File: config.mk
export PLATFORM = sky130hd
export DESIGN_NAME = gsync_pll
export DESIGN_NICKNAME = d
export VERILOG_FILES = /design/src/rtl/gsync_pkg.sv /design/src/rtl/gsync_pd_lpf.sv /design/src/rtl/gsync_cordic.sv /design/src/rtl/gsync_loop.sv /design/src/rtl/gsync_pll.sv
export SDC_FILE = /design/constraint.sdc
export NUM_CORES = 1
export LEC_CHECK = 0
export BUFFER_PORTS_ARGS = -buffer_cell sky130_fd_sc_hd__buf_4
export CAP_MARGIN = 25
export CORE_UTILIZATION = 50
export DETAILED_ROUTE_END_ITERATION = 12
export GPL_TIMING_DRIVEN = 0
export MAX_ROUTING_LAYER = met4
export PLACE_DENSITY = 0.69
export SYNTH_ARGS = -nofsm -noshare
export SYNTH_HDL_FRONTEND = slang
export SYNTH_SLANG_ARGS = --single-unit
File: constraint.sdc
create_clock -name clk -period 10.75 [get_ports clk]
set_input_delay 1.075 -clock clk [delete_from_list [all_inputs] [get_ports clk]]
set_output_delay 1.075 -clock clk [all_outputs]
set_load 0.02 [all_outputs]
File: src/rtl/gsync_pkg.sv
package gsync_pkg;
    // phase word width; full scale equals pi
    localparam int PH_W = 16;

    // arctangent of 2^-i in phase units (pi = 32768)
    function automatic logic [PH_W-1:0] atan_step(input int i);
        case (i)
            0:       atan_step = 16'd8192;
            1:       atan_step = 16'd4836;
            2:       atan_step = 16'd2555;
            3:       atan_step = 16'd1297;
            4:       atan_step = 16'd651;
            5:       atan_step = 16'd326;
            6:       atan_step = 16'd163;
            7:       atan_step = 16'd81;
            8:       atan_step = 16'd41;
            9:       atan_step = 16'd20;
            10:      atan_step = 16'd10;
            11:      atan_step = 16'd5;
            12:      atan_step = 16'd3;
            13:      atan_step = 16'd1;
            default: atan_step = 16'd0;
        endcase
    endfunction
endpackage

File: src/rtl/gsync_pd_lpf.sv
module gsync_pd_lpf #(
    parameter int IN_W   = 16,
    parameter int LPF_SH = 3
) (
    input  logic                   clk,
    input  logic                   rst,
    input  logic                   en,
    input  logic signed [IN_W-1:0] sample,
    input  logic                   sq_pos,
    output logic signed [IN_W+1:0] filt
);
    localparam int F_W = IN_W + 2;

    typedef struct packed {
        logic [F_W-1:0] y;
    } lpf_st_t;

    lpf_st_t f_d, f_q;
    logic signed [F_W-1:0] prod;
    logic signed [F_W-1:0] diff;

    always_comb begin
        f_d  = f_q;
        prod = sq_pos ? F_W'(sample) : -F_W'(sample);
        diff = prod - $signed(f_q.y);
        if (en) begin
            f_d.y = $signed(f_q.y) + (diff >>> LPF_SH);
        end
    end

    always_ff @(posedge clk) begin
        if (rst) f_q <= '0;
        else     f_q <= f_d;
    end

    assign filt = $signed(f_q.y);

    assert_lpf_hold_R9: assert property (@(posedge clk) disable iff (rst)
        !en |=> $stable(f_q.y));
endmodule

File: src/rtl/gsync_cordic.sv
module gsync_cordic #(
    parameter int IN_W = 18,
    parameter int ITER = 12
) (
    input  logic                            clk,
    input  logic                            rst,
    input  logic                            start,
    input  logic signed [IN_W-1:0]          xin,
    input  logic signed [IN_W-1:0]          yin,
    output logic                            busy,
    output logic                            done,
    output logic [gsync_pkg::PH_W-1:0]      ang
);
    localparam int PH_W  = gsync_pkg::PH_W;
    localparam int W     = IN_W + 2;
    localparam int CNT_W = $clog2(ITER);

    typedef struct packed {
        logic [W-1:0]     x;
        logic [W-1:0]     y;
        logic [PH_W-1:0]  z;
        logic [CNT_W-1:0] cnt;
        logic             busy;
        logic             done;
        logic [PH_W-1:0]  ang;
    } cor_st_t;

    cor_st_t c_d, c_q;
    logic signed [W-1:0] xs, ys, xw, yw;
    logic [PH_W-1:0]     step;

    always_comb begin
        c_d      = c_q;
        c_d.done = 1'b0;
        xw       = W'(xin);
        yw       = W'(yin);
        xs       = $signed(c_q.x) >>> c_q.cnt;
        ys       = $signed(c_q.y) >>> c_q.cnt;
        step     = gsync_pkg::atan_step(int'(c_q.cnt));
        if (start) begin
            // left half plane: rotate by pi first
            if (xin < 0) begin
                c_d.x = -xw;
                c_d.y = -yw;
                c_d.z = {1'b1, {(PH_W-1){1'b0}}};
            end else begin
                c_d.x = xw;
                c_d.y = yw;
                c_d.z = '0;
            end
            c_d.cnt  = '0;
            c_d.busy = 1'b1;
        end else if (c_q.busy) begin
            if (!c_q.y[W-1]) begin
                c_d.x = $signed(c_q.x) + ys;
                c_d.y = $signed(c_q.y) - xs;
                c_d.z = c_q.z + step;
            end else begin
                c_d.x = $signed(c_q.x) - ys;
                c_d.y = $signed(c_q.y) + xs;
                c_d.z = c_q.z - step;
            end
            if (c_q.cnt == CNT_W'(ITER - 1)) begin
                c_d.busy = 1'b0;
                c_d.done = 1'b1;
                c_d.ang  = c_d.z;
            end else begin
                c_d.cnt = c_q.cnt + 1'b1;
            end
        end
    end

    always_ff @(posedge clk) begin
        if (rst) c_q <= '0;
        else     c_q <= c_d;
    end

    assign busy = c_q.busy;
    assign done = c_q.done;
    assign ang  = c_q.ang;

    assert_iter_range_R5: assert property (@(posedge clk) disable iff (rst)
        c_q.busy |-> (int'(c_q.cnt) < ITER));
    assert_done_after_busy_R5: assert property (@(posedge clk) disable iff (rst)
        c_q.done |-> (!c_q.busy && $past(c_q.busy)));
    assert_angle_hold_R9: assert property (@(posedge clk) disable iff (rst)
        !c_d.done |=> $stable(c_q.ang));
endmodule

File: src/rtl/gsync_loop.sv
module gsync_loop #(
    parameter int G_W     = 8,
    parameter int INT_W   = 24,
    parameter int FILT_SH = 8,
    parameter int W0      = 492,
    parameter int LOCK_N  = 256
) (
    input  logic                               clk,
    input  logic                               rst,
    input  logic                               upd,
    input  logic signed [gsync_pkg::PH_W-1:0]  err,
    input  logic [G_W-1:0]                     kp,
    input  logic [G_W-1:0]                     ki,
    input  logic [gsync_pkg::PH_W-1:0]         lock_thr,
    output logic [gsync_pkg::PH_W-1:0]         phase,
    output logic                               locked
);
    localparam int PH_W  = gsync_pkg::PH_W;
    localparam int P_W   = PH_W + G_W + 1;
    localparam int S_W   = INT_W + 2;
    localparam int LC_W  = $clog2(LOCK_N + 1);
    localparam logic signed [S_W-1:0]  IMAX = S_W'((2 ** (INT_W - 1)) - 1);
    localparam logic [PH_W-1:0]        W0_V = PH_W'(W0);
    localparam logic [LC_W-1:0]        LMAX = LC_W'(LOCK_N);

    typedef struct packed {
        logic [INT_W-1:0] integ;
        logic [PH_W-1:0]  phase;
        logic [LC_W-1:0]  cnt;
        logic             locked;
    } loop_st_t;

    loop_st_t l_d, l_q;
    logic signed [P_W-1:0]  prop, iterm;
    logic signed [S_W-1:0]  isum, inext, uf, ufs;
    logic signed [PH_W:0]   e_ext;
    logic [PH_W:0]          mag;
    logic                   in_band;

    always_comb begin
        l_d     = l_q;
        prop    = $signed({1'b0, kp}) * err;
        iterm   = $signed({1'b0, ki}) * err;
        isum    = S_W'($signed(l_q.integ)) + S_W'(iterm);
        if (isum > IMAX)       inext = IMAX;
        else if (isum < -IMAX) inext = -IMAX;
        else                   inext = isum;
        uf      = S_W'(prop) + inext;
        ufs     = uf >>> FILT_SH;
        e_ext   = {err[PH_W-1], err};
        mag     = e_ext[PH_W] ? unsigned'(-e_ext) : unsigned'(e_ext);
        in_band = mag < {1'b0, lock_thr};
        if (upd) begin
            l_d.integ = inext[INT_W-1:0];
            l_d.phase = l_q.phase + W0_V + ufs[PH_W-1:0];
            if (!in_band)           l_d.cnt = '0;
            else if (l_q.cnt != LMAX) l_d.cnt = l_q.cnt + 1'b1;
            l_d.locked = (l_d.cnt == LMAX);
        end
    end

    always_ff @(posedge clk) begin
        if (rst) l_q <= '0;
        else     l_q <= l_d;
    end

    assign phase  = l_q.phase;
    assign locked = l_q.locked;

    assert_integ_sat_R7: assert property (@(posedge clk) disable iff (rst)
        (S_W'($signed(l_q.integ)) <= IMAX) && (S_W'($signed(l_q.integ)) >= -IMAX));
    assert_phase_hold_R9: assert property (@(posedge clk) disable iff (rst)
        !upd |=> $stable(l_q.phase));
    assert_lock_rise_R8: assert property (@(posedge clk) disable iff (rst)
        $rose(l_q.locked) |-> $past(upd));
    assert_lock_count_R8: assert property (@(posedge clk) disable iff (rst)
        l_q.locked |-> (l_q.cnt == LMAX));
endmodule

File: src/rtl/gsync_pll.sv
module gsync_pll #(
    parameter int IN_W    = 16,
    parameter int LPF_SH  = 3,
    parameter int ITER    = 12,
    parameter int ATAN_X  = 4096,
    parameter int G_W     = 8,
    parameter int INT_W   = 24,
    parameter int FILT_SH = 8,
    parameter int W0      = 492,
    parameter int LOCK_N  = 256
) (
    input  logic                   clk,
    input  logic                   rst,
    input  logic                   smp_en,
    input  logic signed [IN_W-1:0] smp_in,
    input  logic [G_W-1:0]         kp,
    input  logic [G_W-1:0]         ki,
    input  logic [15:0]            lock_thr,
    output logic                   sync_out,
    output logic                   locked,
    output logic [15:0]            err_out,
    output logic [15:0]            phase_out
);
    localparam int PH_W = gsync_pkg::PH_W;
    localparam int F_W  = IN_W + 2;
    localparam logic signed [F_W-1:0] XREF = F_W'(ATAN_X);

    typedef struct packed {
        logic start;
    } top_st_t;

    top_st_t t_d, t_q;
    logic signed [F_W-1:0] filt;
    logic                  cor_busy, cor_done;
    logic [PH_W-1:0]       ang, phase;

    always_comb begin
        t_d       = t_q;
        t_d.start = smp_en;
    end

    always_ff @(posedge clk) begin
        if (rst) t_q <= '0;
        else     t_q <= t_d;
    end

    gsync_pd_lpf #(.IN_W(IN_W), .LPF_SH(LPF_SH)) u_pd (
        .clk(clk), .rst(rst), .en(smp_en), .sample(smp_in),
        .sq_pos(!phase[PH_W-1]), .filt(filt)
    );

    gsync_cordic #(.IN_W(F_W), .ITER(ITER)) u_cor (
        .clk(clk), .rst(rst), .start(t_q.start), .xin(XREF), .yin(filt),
        .busy(cor_busy), .done(cor_done), .ang(ang)
    );

    gsync_loop #(.G_W(G_W), .INT_W(INT_W), .FILT_SH(FILT_SH), .W0(W0),
                 .LOCK_N(LOCK_N)) u_loop (
        .clk(clk), .rst(rst), .upd(cor_done), .err(ang), .kp(kp), .ki(ki),
        .lock_thr(lock_thr), .phase(phase), .locked(locked)
    );

    assign sync_out  = !phase[PH_W-1];
    assign err_out   = ang;
    assign phase_out = phase;

    assert_no_overrun_R9: assert property (@(posedge clk) disable iff (rst)
        smp_en |-> !(t_q.start || cor_busy || cor_done));
    assert_sync_hold_R4: assert property (@(posedge clk) disable iff (rst)
        !cor_done |=> $stable(sync_out));
endmodule

# Word-level counts from Yosys, hierarchy flattened
# Memories as Yosys holds them, arrays and structs flattened. A register that Yosys moved wholly into a read port is not among the register bits.
# Cells that the tools add are included.
[classes] n_mul=2 magnitude_cmp=3 reduce_logical=6 n_eq_ne=3 shifts=2 n_bitwise=3 n_mux=14 n_addsub=16
[ops] op="$mux 71" n=1
[ops] op="$mux 56" n=1
[ops] op="$mux 54" n=1
[ops] op="$mux 24" n=2
[ops] op="$add 20x20->20" n=2
[ops] op="$sshr 20x4->20" n=2
[ops] op="$sub 20x20->20" n=2
[ops] op="$mux 18" n=2
[ops] op="$add 16x16->16" n=2
[ops] op="$mux 9" n=3
[ops] op="$add 24x25->26" n=1
[ops] op="$gt 26x24->1 const B" n=1
[ops] op="$lt 26x24->1 const B" n=1
[ops] op="$mul 9x16->25" n=1
[ops] op="$add 24x24->24" n=1
[ops] op="$mul 9x16->24" n=1
[ops] op="$add 18x15->18" n=1
[ops] op="$neg 16->18" n=1
[ops] op="$sub 18x18->18" n=1
[ops] op="$lt 17x16->1" n=1
[ops] op="$mux 17" n=1
[ops] op="$neg 16->17" n=1
[ops] op="$add 16x9->16 const B" n=1
[ops] op="$sub 16x16->16" n=1
[ops] op="other kinds (13)" n=17
[totals] output_inout_bits=34 inputBits=51 elab_cells=64 memories=1 mem_bits_ro=224 regBits=147
[memory_table] name="(no name shown)" words=16 width=14 rd=1 rd_ports_with_merged_regs=1 write_ports=0 line="gsync_pkg.sv:7" text="case (i)"

# Logic depth before layout (Yosys ltp)
# Gate-level depths: netlist of run 1.
[logic_depth] word_depth=7 ltp_mapped=54 depth_no_buf=50

# Modules after synthesis
# From an unflattened synthesis of run 1, not the netlist that was laid out.
[unflattened] hier_cells=3263 area_unflattened_um2=27137.3
[by_module_without_submodules] module="gsync_loop" seq_area_each_um2=1001.0 cells_per_inst=1736 instances=1 area_each_um2=14699.1
[by_module_without_submodules] module="gsync_cordic" seq_area_each_um2=1841.8 cells_per_inst=1211 instances=1 area_each_um2=9932.0
[by_module_without_submodules] module="gsync_pd_lpf" seq_area_each_um2=360.3 cells_per_inst=311 instances=1 area_each_um2=2461.1
[by_module_without_submodules] module="gsync_pll" seq_area_each_um2=20.0 cells_per_inst=5 instances=1 area_each_um2=45.0

# Least setup slack after synthesis of run 1
# Ideal clock, no wire load.
[synth_timing] path_type="input -> register" start="input port ki[2]" end="register u_loop.l_q, in the netlist u_loop.phase[15]" slack_ns=-0.974 setup_ns=0.079 required_ns=10.671 arrival_ns=11.645 n_path_buf=3 cell_stages=53 cell_sequence="clkbuf_1 nand2_1 fa_1 inv_1 fa_1 inv_1 fa_1 inv_1 fa_1 inv_1 fa_1 inv_1 ha_1 inv_1 nor2_1 o221a_2 o31ai_2 o211ai_1 [17 not listed] a21oi_1 xor2_1 ha_1 inv_1 ha_1 nor2b_1 o21ai_0 a21oi_1 o21ai_0 a21oi_1 o21ai_0 nand2b_1 a31oi_1 a211oi_1 a31o_2 xnor2_1 o32a_1 o211ai_1"
[synth_between] elab_chain_len=7 elab_cells_between_ends=8 cone_classes="add/sub: 3; mul: 1; order compare: 2; mux: 2"
[synth_rtl] element="start: declaration" line="gsync_pll.sv:17" text="input logic [G_W-1:0] ki,"
[synth_rtl] element="$mul 9x16->25 *" line="gsync_loop.sv:43" text="iterm = $signed({1'b0, ki}) * err;"
[synth_rtl] element="$add 24x25->26 *" line="gsync_loop.sv:44" text="isum = S_W'($signed(l_q.integ)) + S_W'(iterm);"
[synth_rtl] element="$lt 26x24->1" line="gsync_loop.sv:46" text="else if (isum < -IMAX) inext = -IMAX;"
[synth_rtl] element="$mux 24" line="gsync_loop.sv:46"
[synth_rtl] element="$mux 24 *" line="gsync_loop.sv:45" text="if (isum > IMAX) inext = IMAX;"
[synth_rtl] element="via u_loop.inext[3]" line="gsync_loop.sv:35" text="logic signed [S_W-1:0] isum, inext, uf, ufs;"
[synth_rtl] element="$add 24x24->24 *" line="gsync_loop.sv:48" text="uf = S_W'(prop) + inext;"
[synth_rtl] element="$add 16x16->16 *" line="gsync_loop.sv:55" text="l_d.phase = l_q.phase + W0_V + ufs[PH_W-1:0];"
[synth_rtl] element="end signal: assignment" line="gsync_loop.sv:64" text="else l_q <= l_d;"
[synth_rtl] element="end: declaration" line="gsync_loop.sv:33" text="loop_st_t l_d, l_q;"
# Mark *: on every way through the listed nets, which the timed path passes. The rest lies on a longest branch.
# A chain may end at the register's enable or synchronous reset.

# Worst setup path after layout of run 1
[layout_timing] start="input port ki[0]" end="register u_loop.l_q, in the netlist u_loop.phase[15]"
[layout_between] elab_chain_len=7 elab_cells_between_ends=8 cone_classes="add/sub: 3; mul: 1; order compare: 2; mux: 2"
[layout_rtl] element="$mul 9x16->25 *" line="gsync_loop.sv:43"
[layout_rtl] element="$add 24x25->26 *" line="gsync_loop.sv:44"
[layout_rtl] element="$lt 26x24->1" line="gsync_loop.sv:46"
[layout_rtl] element="$mux 24" line="gsync_loop.sv:46"
[layout_rtl] element="$mux 24 *" line="gsync_loop.sv:45"
[layout_rtl] element="$add 24x24->24 *" line="gsync_loop.sv:48"
[layout_rtl] element="$add 16x16->16 *" line="gsync_loop.sv:55"
# Mark *: on every way between the ends. The rest lies on a longest branch, timed or not.

==> summary.md, run 1 <==
| Metric | Value |
|---|---|
| Most used cell, CP | fa_1 |
| Die height | 227.9 um |
| Setup-failing EPs final | 5 |
| Final period util | 103.7% |
| First-pass GRT wire length | 124.2 mm |
| Fillcell total | 4556 |
| Clock sink count | 161 |
| Cell total after placement | 3858 |
| Post-synth ARST share | 0% |
| # H-tree levels | 4 |
| Final Instance Area | 29180 um2 |
| Setup ws final | -0.4008 ns |
| Wire length on met2 | 37.19 mm |
| Worst Path Arrival | 11.54 ns |
| Seq/Total Area, Yosys | 12.63% |
| Worst Setup Start Kind | input port |
| Syn. warnings | 0 |
| Seq cells post-synth | 161 |
| Synth unique cells | 76 |
| WP buf/inv | 11 |
| Mapped cell area | 25510 um2 |
| Number of synthesized flops with an enable pin | 0 |
| Multi-input logic area | 20600 um2 |
| Via density | 5.784 |
| Top FF cell, synth | dfxtp_1 |
| Die width | 227.9 um |
| Tmin final | 11.15 ns |
| DRT antenna net count | 0 |
| Max Clk Rate | 89.68 MHz |
| Initial antenna violation count | 0 |
| Status | finished with violations |
| Cts hold-fix bufs | 0 |
| Top Metal Used | met4 |
| Drt pass-1 iters | 5 |
| Setup TNS | -1.260 ns |
| DR iter-0 viols | 1831 |
| # nets final | 3805 |
| RSZ-0062 raised after global routing | true |
| DR vias | 22780 |
| Placed Area | 27270 um2 |
| HP Class | reg -> reg |
| Num CTS Buffers | 17 |
| Maximum vdd drop | 0.1414 mV |
| WL met3 | 4.433 mm |
| CP max stage delay | 0.56 ns |
| Post-synth top area share | 19.46% |
| Routed Wire Length | 77.21 mm |
| Static Leak | 13.85 nW |
| Synth area leaders | fa_1 (19%), dfxtp_1 (13%), ha_1 (12%) |
| Area growth syn-to-layout | 14.39% |
| Row count | 82 |
| Worst endpoint required time | 11.14 ns |
| Maximum number of pins on one net before global-route repair | 17 |
| GPL Wtd Cong | 0.9649 |
| Syn_nets | 3655 |
| Ant. Diodes | 0 |
| Io pins | 85 |
| Worst path top cell family by delay | adder cells |
| Critical path type | in -> reg |
| Worst path slowest cell | fa_1 |
| Syn Area/Cell | 8.222 um2 |
| CTS Buffer Depth | 2 |
| Clock-pin slew on the worst setup and hold paths | 0.07 ns |
| FF+latch area | 3229 um2 |
| Final Max Tran Viols | 0 |
| DIE AREA | 51930 um2 |
| Port Buf Inserts | 83 |
| Grt total ovfl | 0 |
| Share of layout cells above drive strength 1 | 13.81% |
| Fin. Hold Viols | 0 |
| Failing checks | negative setup slack |
| Count of max-cap constraint violations | 0 |
| Min Hold Slack | 0.4864 ns |
| Cell count after synthesis | 3103 |
| Most common cell after layout, fill and taps aside | inv_1 |
| CTS tree | done |
| Worst Path Max Fanout | 5 |
| Final HPWL DP | 61.48 mm |
| Wire length per cell | 19.61 um |
| WL met1 | 32.59 mm |
| Clock latency on the worst-skew pair | 0.47 ns |
| PD cells | 112.1 nW/um2 |
| GRT Util Overall | 30.92% |
| Crit path capture type | register |
| Number of global-route vias before repair | 23230 |
| Core ar. | 50270 um2 |
| Starting Density | 50.75% |
| Worst Tran Pin Value | 0.9876 ns |
| CTS Root Cell | clkbuf_16 |
| Post-route DRC violation count | 0 |
| Non-filler cells, final | 3938 |
| Synth area leader | fa_1 |
| Most frequent cells in the layout | inv_1 (424), nand2_1 (293), fa_1 (242), nor2_1 (235), ha_1 (231) |
| Setup Skew | 0.01305 ns |
| Relative slew slack | 34.16% |
worst paths after layout:
kind / startpoint / end / slack [ns] / cells past startpoint
hold / removal: u_cor.c_q[22] / u_cor.c_q[22] / 0.49 / 2
hold reg to reg: u_cor.c_q[22] / u_cor.c_q[22] / 0.49 / 2
setup reg to reg: u_cor.ang[3] / u_loop.phase[15] / -0.35 / 50
setup / recovery: ki[0] / u_loop.phase[15] / -0.40 / 52
cells by family after synthesis:
logic type               synth area share (%)
AND/OR/NAND/NOR                         18.34
buffers and inverters                   9.519
AO/OA/AOI/OAI                           13.42
adder cells (fa/ha/maj)                 31.87
XOR/XNOR                                6.626
flip-flops                              12.63
multiplexers                            7.592
Yosys cell counts (all sizes together) (6+ instances only):
master,instances
a2111oi,7
nand4,14
or3,27
o31ai,22
o21ai,103
a21oi,175
nand3,43
xor2,50
fa,248
nor4,8
nor3,63
nor2b,36
mux2,14
o211ai,18
buf,55
and2,162
a31oi,19
nand3b,8
o21a,28
a21o,39
ha,253
nor2,237
and3,14
mux2i,72
nand2b,23
or2,11
nor4b,6
xnor2,143
dfxtp,161
mux4,47
a211oi,43
nand2,303
o21bai,13
inv,433
a21boi,14
clkbuf,115
worst min-delay path: cells and delay by family (launching register included):
kind / cells / cell delay, ns
and+or+nand+nor: 1 / 0.08
AOI/OAI and AO/OA: 1 / 0.05
DFF: 1 / 0.31
through the flow:
step | utilization, % | power (mW) | setup slack, ns
floorplan | - | 2.140 | -0.06158
global placement | 54.24 | 2.470 | -1.711
detailed placement | 54.24 | 2.534 | -1.800
CTS | 57.43 | 3.256 | -0.4001
global route | 58.05 | 3.502 | -0.8358
finish | 58.05 | 3.271 | -0.4008
area by class of cell:
cell class                 instances  share of cell area, %
tap                              672                  2.881
clock buffer                      19                  1.552
sequential                       161                  11.07
clock inverter                    13                 0.6817
multi-input combinational       2335                  70.60
timing repair buffer             139                  3.893
inverter                         437                  5.638
buffer                           162                  3.687
per-layer routing:
layer,track usage (%),vias to the layer above
met3,3.400,170
li1,-,10580
met4,12.58,0
met1,38.49,11180
met2,51.22,853
met5,-,-
report_power, final:
| group | switching, mW | leakage, nW | internal, mW |
|---|---|---|---|
| logic | 1.03 | 12.2 | 0.804 |
| clock network | 0.299 | 0.313 | 0.407 |
| registers | 0.0763 | 1.31 | 0.654 |
timing repair:
item	CTS	global route
setup buffers	46	18
endpoints found under the setup margin	14	10
pin swaps	65	64
resized for setup	167	56
gates cloned	1	0
sequential cells by signal (all words and copies together) (netlist names), 14 cells and up:
signal        flops
u_cor.c_q        60
u_loop.l_q       33
u_pd.filt        18
u_cor.ang        16
u_loop.phase     16
u_cor.step       14
Note: power is estimated with default switching activity, not from simulation.
==> inputs of run 2 (changes only) <==
--- a/config.mk
+++ b/config.mk
@@ -5,6 +5,7 @@
 export SDC_FILE = /design/constraint.sdc
 export NUM_CORES = 1
 export LEC_CHECK = 0
+export ABC_AREA = 1
 export BUFFER_PORTS_ARGS = -buffer_cell sky130_fd_sc_hd__buf_4
 export CAP_MARGIN = 25
 export CORE_UTILIZATION = 50
==> run 2 against run 1 <==
The run now ends clean. Clock power down 2%. First-iteration DRC count down 4.3%. Worst hold slack worse by 0.0083 ns. Flip-flop and latch count unchanged. Sequential share of layout area up 0.070 points. Sequential power down 0.7%. Synthesized area up 3.5%. Final cell count up 21%. Critical path depth up 2. Maximum frequency up 9.2%. Combinational power up 5%. Largest cell class unchanged. Largest power group unchanged.
==> summary.md, run 2 <==
| Metric | Value |
|---|---|
| Status | complete, no violations (was finished with violations) |
| Io pins | 85 (unchanged) |
| Die height | 231.8 um (was 227.9 um) |
| Count of max-cap constraint violations | 0 (unchanged) |
| Fin. Hold Viols | 0 (unchanged) |
| Tmin final | 10.22 ns (was 11.15 ns) |
| Seq/Total Area, Yosys | 12.21% (was 12.63%) |
| Drt pass-1 iters | 6 (was 5) |
| Num CTS Buffers | 17 (unchanged) |
| Maximum number of pins on one net before global-route repair | 20 (was 17) |
| Top FF cell, synth | dfxtp_1 (unchanged) |
| Synth area leaders | fa_1 (19%), inv_1 (13%), nand2_1 (13%) (was fa_1 (19%), dfxtp_1 (13%), ha_1 (12%)) |
| Static Leak | 16.85 nW (was 13.85 nW) |
| Setup ws final | 0.5344 ns (was -0.4008 ns) |
| Most frequent cells in the layout | inv_1 (898), nand2_1 (872), a21oi_1 (277), fa_1 (247), ha_1 (244) (was inv_1 (424), nand2_1 (293), fa_1 (242), nor2_1 (235), ha_1 (231)) |
| Cell count after synthesis | 3956 (was 3103) |
| Worst path top cell family by delay | adder cells (unchanged) |
| Worst endpoint required time | 11.11 ns (was 11.14 ns) |
| GPL Wtd Cong | 0.9715 (was 0.9649) |
| Post-route DRC violation count | 0 (unchanged) |
| HP Class | reg -> reg (unchanged) |
| DR iter-0 viols | 1753 (was 1831) |
| Starting Density | 51.03% (was 50.75%) |
| Worst Path Arrival | 10.58 ns (was 11.54 ns) |
| Port Buf Inserts | 68 (was 83) |
| Routed Wire Length | 77.52 mm (was 77.21 mm) |
| Wire length per cell | 16.33 um (was 19.61 um) |
| Max Clk Rate | 97.89 MHz (was 89.68 MHz) |
| Count leader, synth | inv_1 (unchanged) |
| Most instantiated cells after synthesis | inv_1 (900), nand2_1 (884), a21oi_1 (283), ha_1 (253), fa_1 (248) (was inv_1 (433), nand2_1 (302), ha_1 (253), fa_1 (248), nor2_1 (237)) |
| Cell total after placement | 4705 (was 3858) |
| # H-tree levels | 4 (unchanged) |
| Non-filler cells, final | 4746 (was 3938) |
| Die width | 231.8 um (was 227.9 um) |
| WP buf/inv | 7 (was 11) |
| Syn. warnings | 0 (unchanged) |
| Worst Path Max Fanout | 10 (was 5) |
| # nets final | 4602 (was 3805) |
| CTS Root Cell | clkbuf_16 (unchanged) |
| Final Max Tran Viols | 0 (unchanged) |
| Pre-CTS setup slack | -2.026 ns (was -1.800 ns) |
| Seq cells post-synth | 161 (unchanged) |
| DRT antenna net count | 0 (unchanged) |
| Final HPWL DP | 64.48 mm (was 61.48 mm) |
| Post-synth top area share | 18.81% (was 19.46%) |
| DIE AREA | 53710 um2 (was 51930 um2) |
| Clock sink count | 161 (unchanged) |
| Most flops, register | u_cor.c_q (unchanged) |
| Grt total ovfl | 0 (unchanged) |
| Most common cell after layout, fill and taps aside | inv_1 (unchanged) |
| Synth unique cells | 58 (was 76) |
| Number of synthesized flops with an enable pin | 0 (unchanged) |
| Syn_nets | 4508 (was 3655) |
| Clock latency on the worst-skew pair | 0.47 ns (about the same) |
| Synth area leader | fa_1 (unchanged) |
| Setup-failing EPs final | 0 (was 5) |
| Clock-pin slew on the worst setup and hold paths | 0.07 ns (about the same) |
| Row count | 83 (was 82) |
| Share of layout cells above drive strength 1 | 7.851% (was 13.81%) |
| Mapped cell area | 26390 um2 (was 25510 um2) |
| Relative slew slack | 29.12% (was 34.16%) |
| Via density | 5.143 (was 5.784) |
| Cts hold-fix bufs | 0 (unchanged) |
| Worst Tran Pin Value | 1.063 ns (was 0.9876 ns) |
| Crit path capture type | register (unchanged) |
| Max reg flops | 60 (unchanged) |
| Core Util, Final | 55.99% (was 58.05%) |
| Critical path type | in -> reg (unchanged) |
| Most used cell, CP | nand2_1 (was fa_1) |
| Initial antenna violation count | 2 (was 0) |
| Setup Skew | 0.01076 ns (was 0.01305 ns) |
| Maximum vdd drop | 0.1848 mV (was 0.1414 mV) |
| Worst path slowest cell | fa_1 (unchanged) |
| CTS Buffer Depth | 2 (unchanged) |
| First-pass GRT wire length | 122.3 mm (was 124.2 mm) |
| GRT Util Overall | 30.09% (was 30.92%) |
| Syn Area/Cell | 6.672 um2 (was 8.222 um2) |
| Final period util | 95.03% (was 103.7%) |
| Core ar. | 51720 um2 (was 50270 um2) |
| CTS tree | done (unchanged) |
| CP max stage delay | 0.61 ns (was 0.56 ns) |
| DR vias | 24410 (was 22780) |
| Flop-to-flop setup slack | 0.54 ns (was -0.35 ns) |
| Post-synth ARST share | 0% (unchanged) |
| Number of global-route vias before repair | 23210 (was 23230) |
| Worst Setup Start Kind | input port (unchanged) |
| Area growth syn-to-layout | 9.714% (was 14.39%) |
| PD cells | 116.0 nW/um2 (was 112.1 nW/um2) |
[run 2: cell types whose count changed after synthesis, sizes merged, moves of 82 or more]
cell and delta:
nand2 +589, a21oi +110, o21ai +200, and2 -160, xnor2 -82, inv +476
[run 2: stage by stage]
stage | area (um2) | TNS, ns | total power, mW | hold slack, ns
6_report | 28960 | 0 | 3.359 | 0.4781
3_3_place_gp | 27750 | -10.49 | 2.637 | 0.4693
4_1_cts | 28570 | 0 | 3.353 | 0.4832
2_1_floorplan | 26390 | 0 | 2.245 | 0.4492
3_5_place_dp | 27770 | -10.47 | 2.656 | 0.4732
5_1_grt | 28960 | -0.05173 | 3.655 | 0.5132
[run 2: kinds of logic (layout without fill, tap and decap cells)]
group / after synthesis / after routing / share of synthesized area [%]
AND/OR/NAND/NOR: 1329 / 1329 / 20.31
XOR/XNOR: 179 / 179 / 5.969
flip-flops: 161 / 161 / 12.21
other: 0 / 3 / 0
buffers and inverters: 1094 / 1201 / 16.28
AO/OA/AOI/OAI: 684 / 684 / 14.12
adder cells (fa/ha/maj): 501 / 501 / 30.80
multiplexers: 8 / 8 / 0.3034
[run 2: worst reg2reg max path: cells and delay by family (launching register included)]
family,cells,cell delay (ns)
AOI/OAI and AO/OA,9,1.47
and+or+nand+nor,22,2.26
DFF,1,0.36
buffers and inverters,8,1.20
xor gates and xnor gates,3,0.47
adders and majority gates,10,4.34
[run 2: what timing repair did]
action | 4_1_cts | 5_1_grt
resized for setup | 77 | 125
endpoints found under the setup margin | 10 | 5
pin swaps | 0 | 6
setup buffers | 1 | 9
[run 2: worst paths after layout]
kind | from | to | cells past startpoint
worst max register to register | u_cor.ang[8] | u_loop.phase[15] | 52
worst min register to register | u_loop.locked | u_loop.locked | 2
worst min-delay path | u_loop.locked | u_loop.locked | 2
worst max-delay path | ki[5] | u_loop.phase[15] | 54
[run 2: power by group]
part | internal, mW | total [mW] | switching (mW)
combinational | 0.744 | 1.94 | 1.20
sequential | 0.659 | 0.725 | 0.0664
clock | 0.402 | 0.691 | 0.289
[run 2: layout make-up]
cell class,instances,area (um2)
antenna,3,7.507
buffer,179,1035
clock buffer,20,456.7
clock inverter,12,177.7
fill,5161,22760
inverter,911,3427
multi-input combinational,2701,19180
sequential,161,3224
tap,680,850.8
timing repair buffer,79,596.8
[run 2: metal layers]
layer  part of all wire (%)  global-route usage (%)  vias to the layer above
met2                     47                   49.10                      710
met4                    4.3                   12.31                        0
met3                    6.2                   4.862                      170
li1                       -                       -                    12310
met1                     43                   36.92                    11220
met5                      0                       -                        -
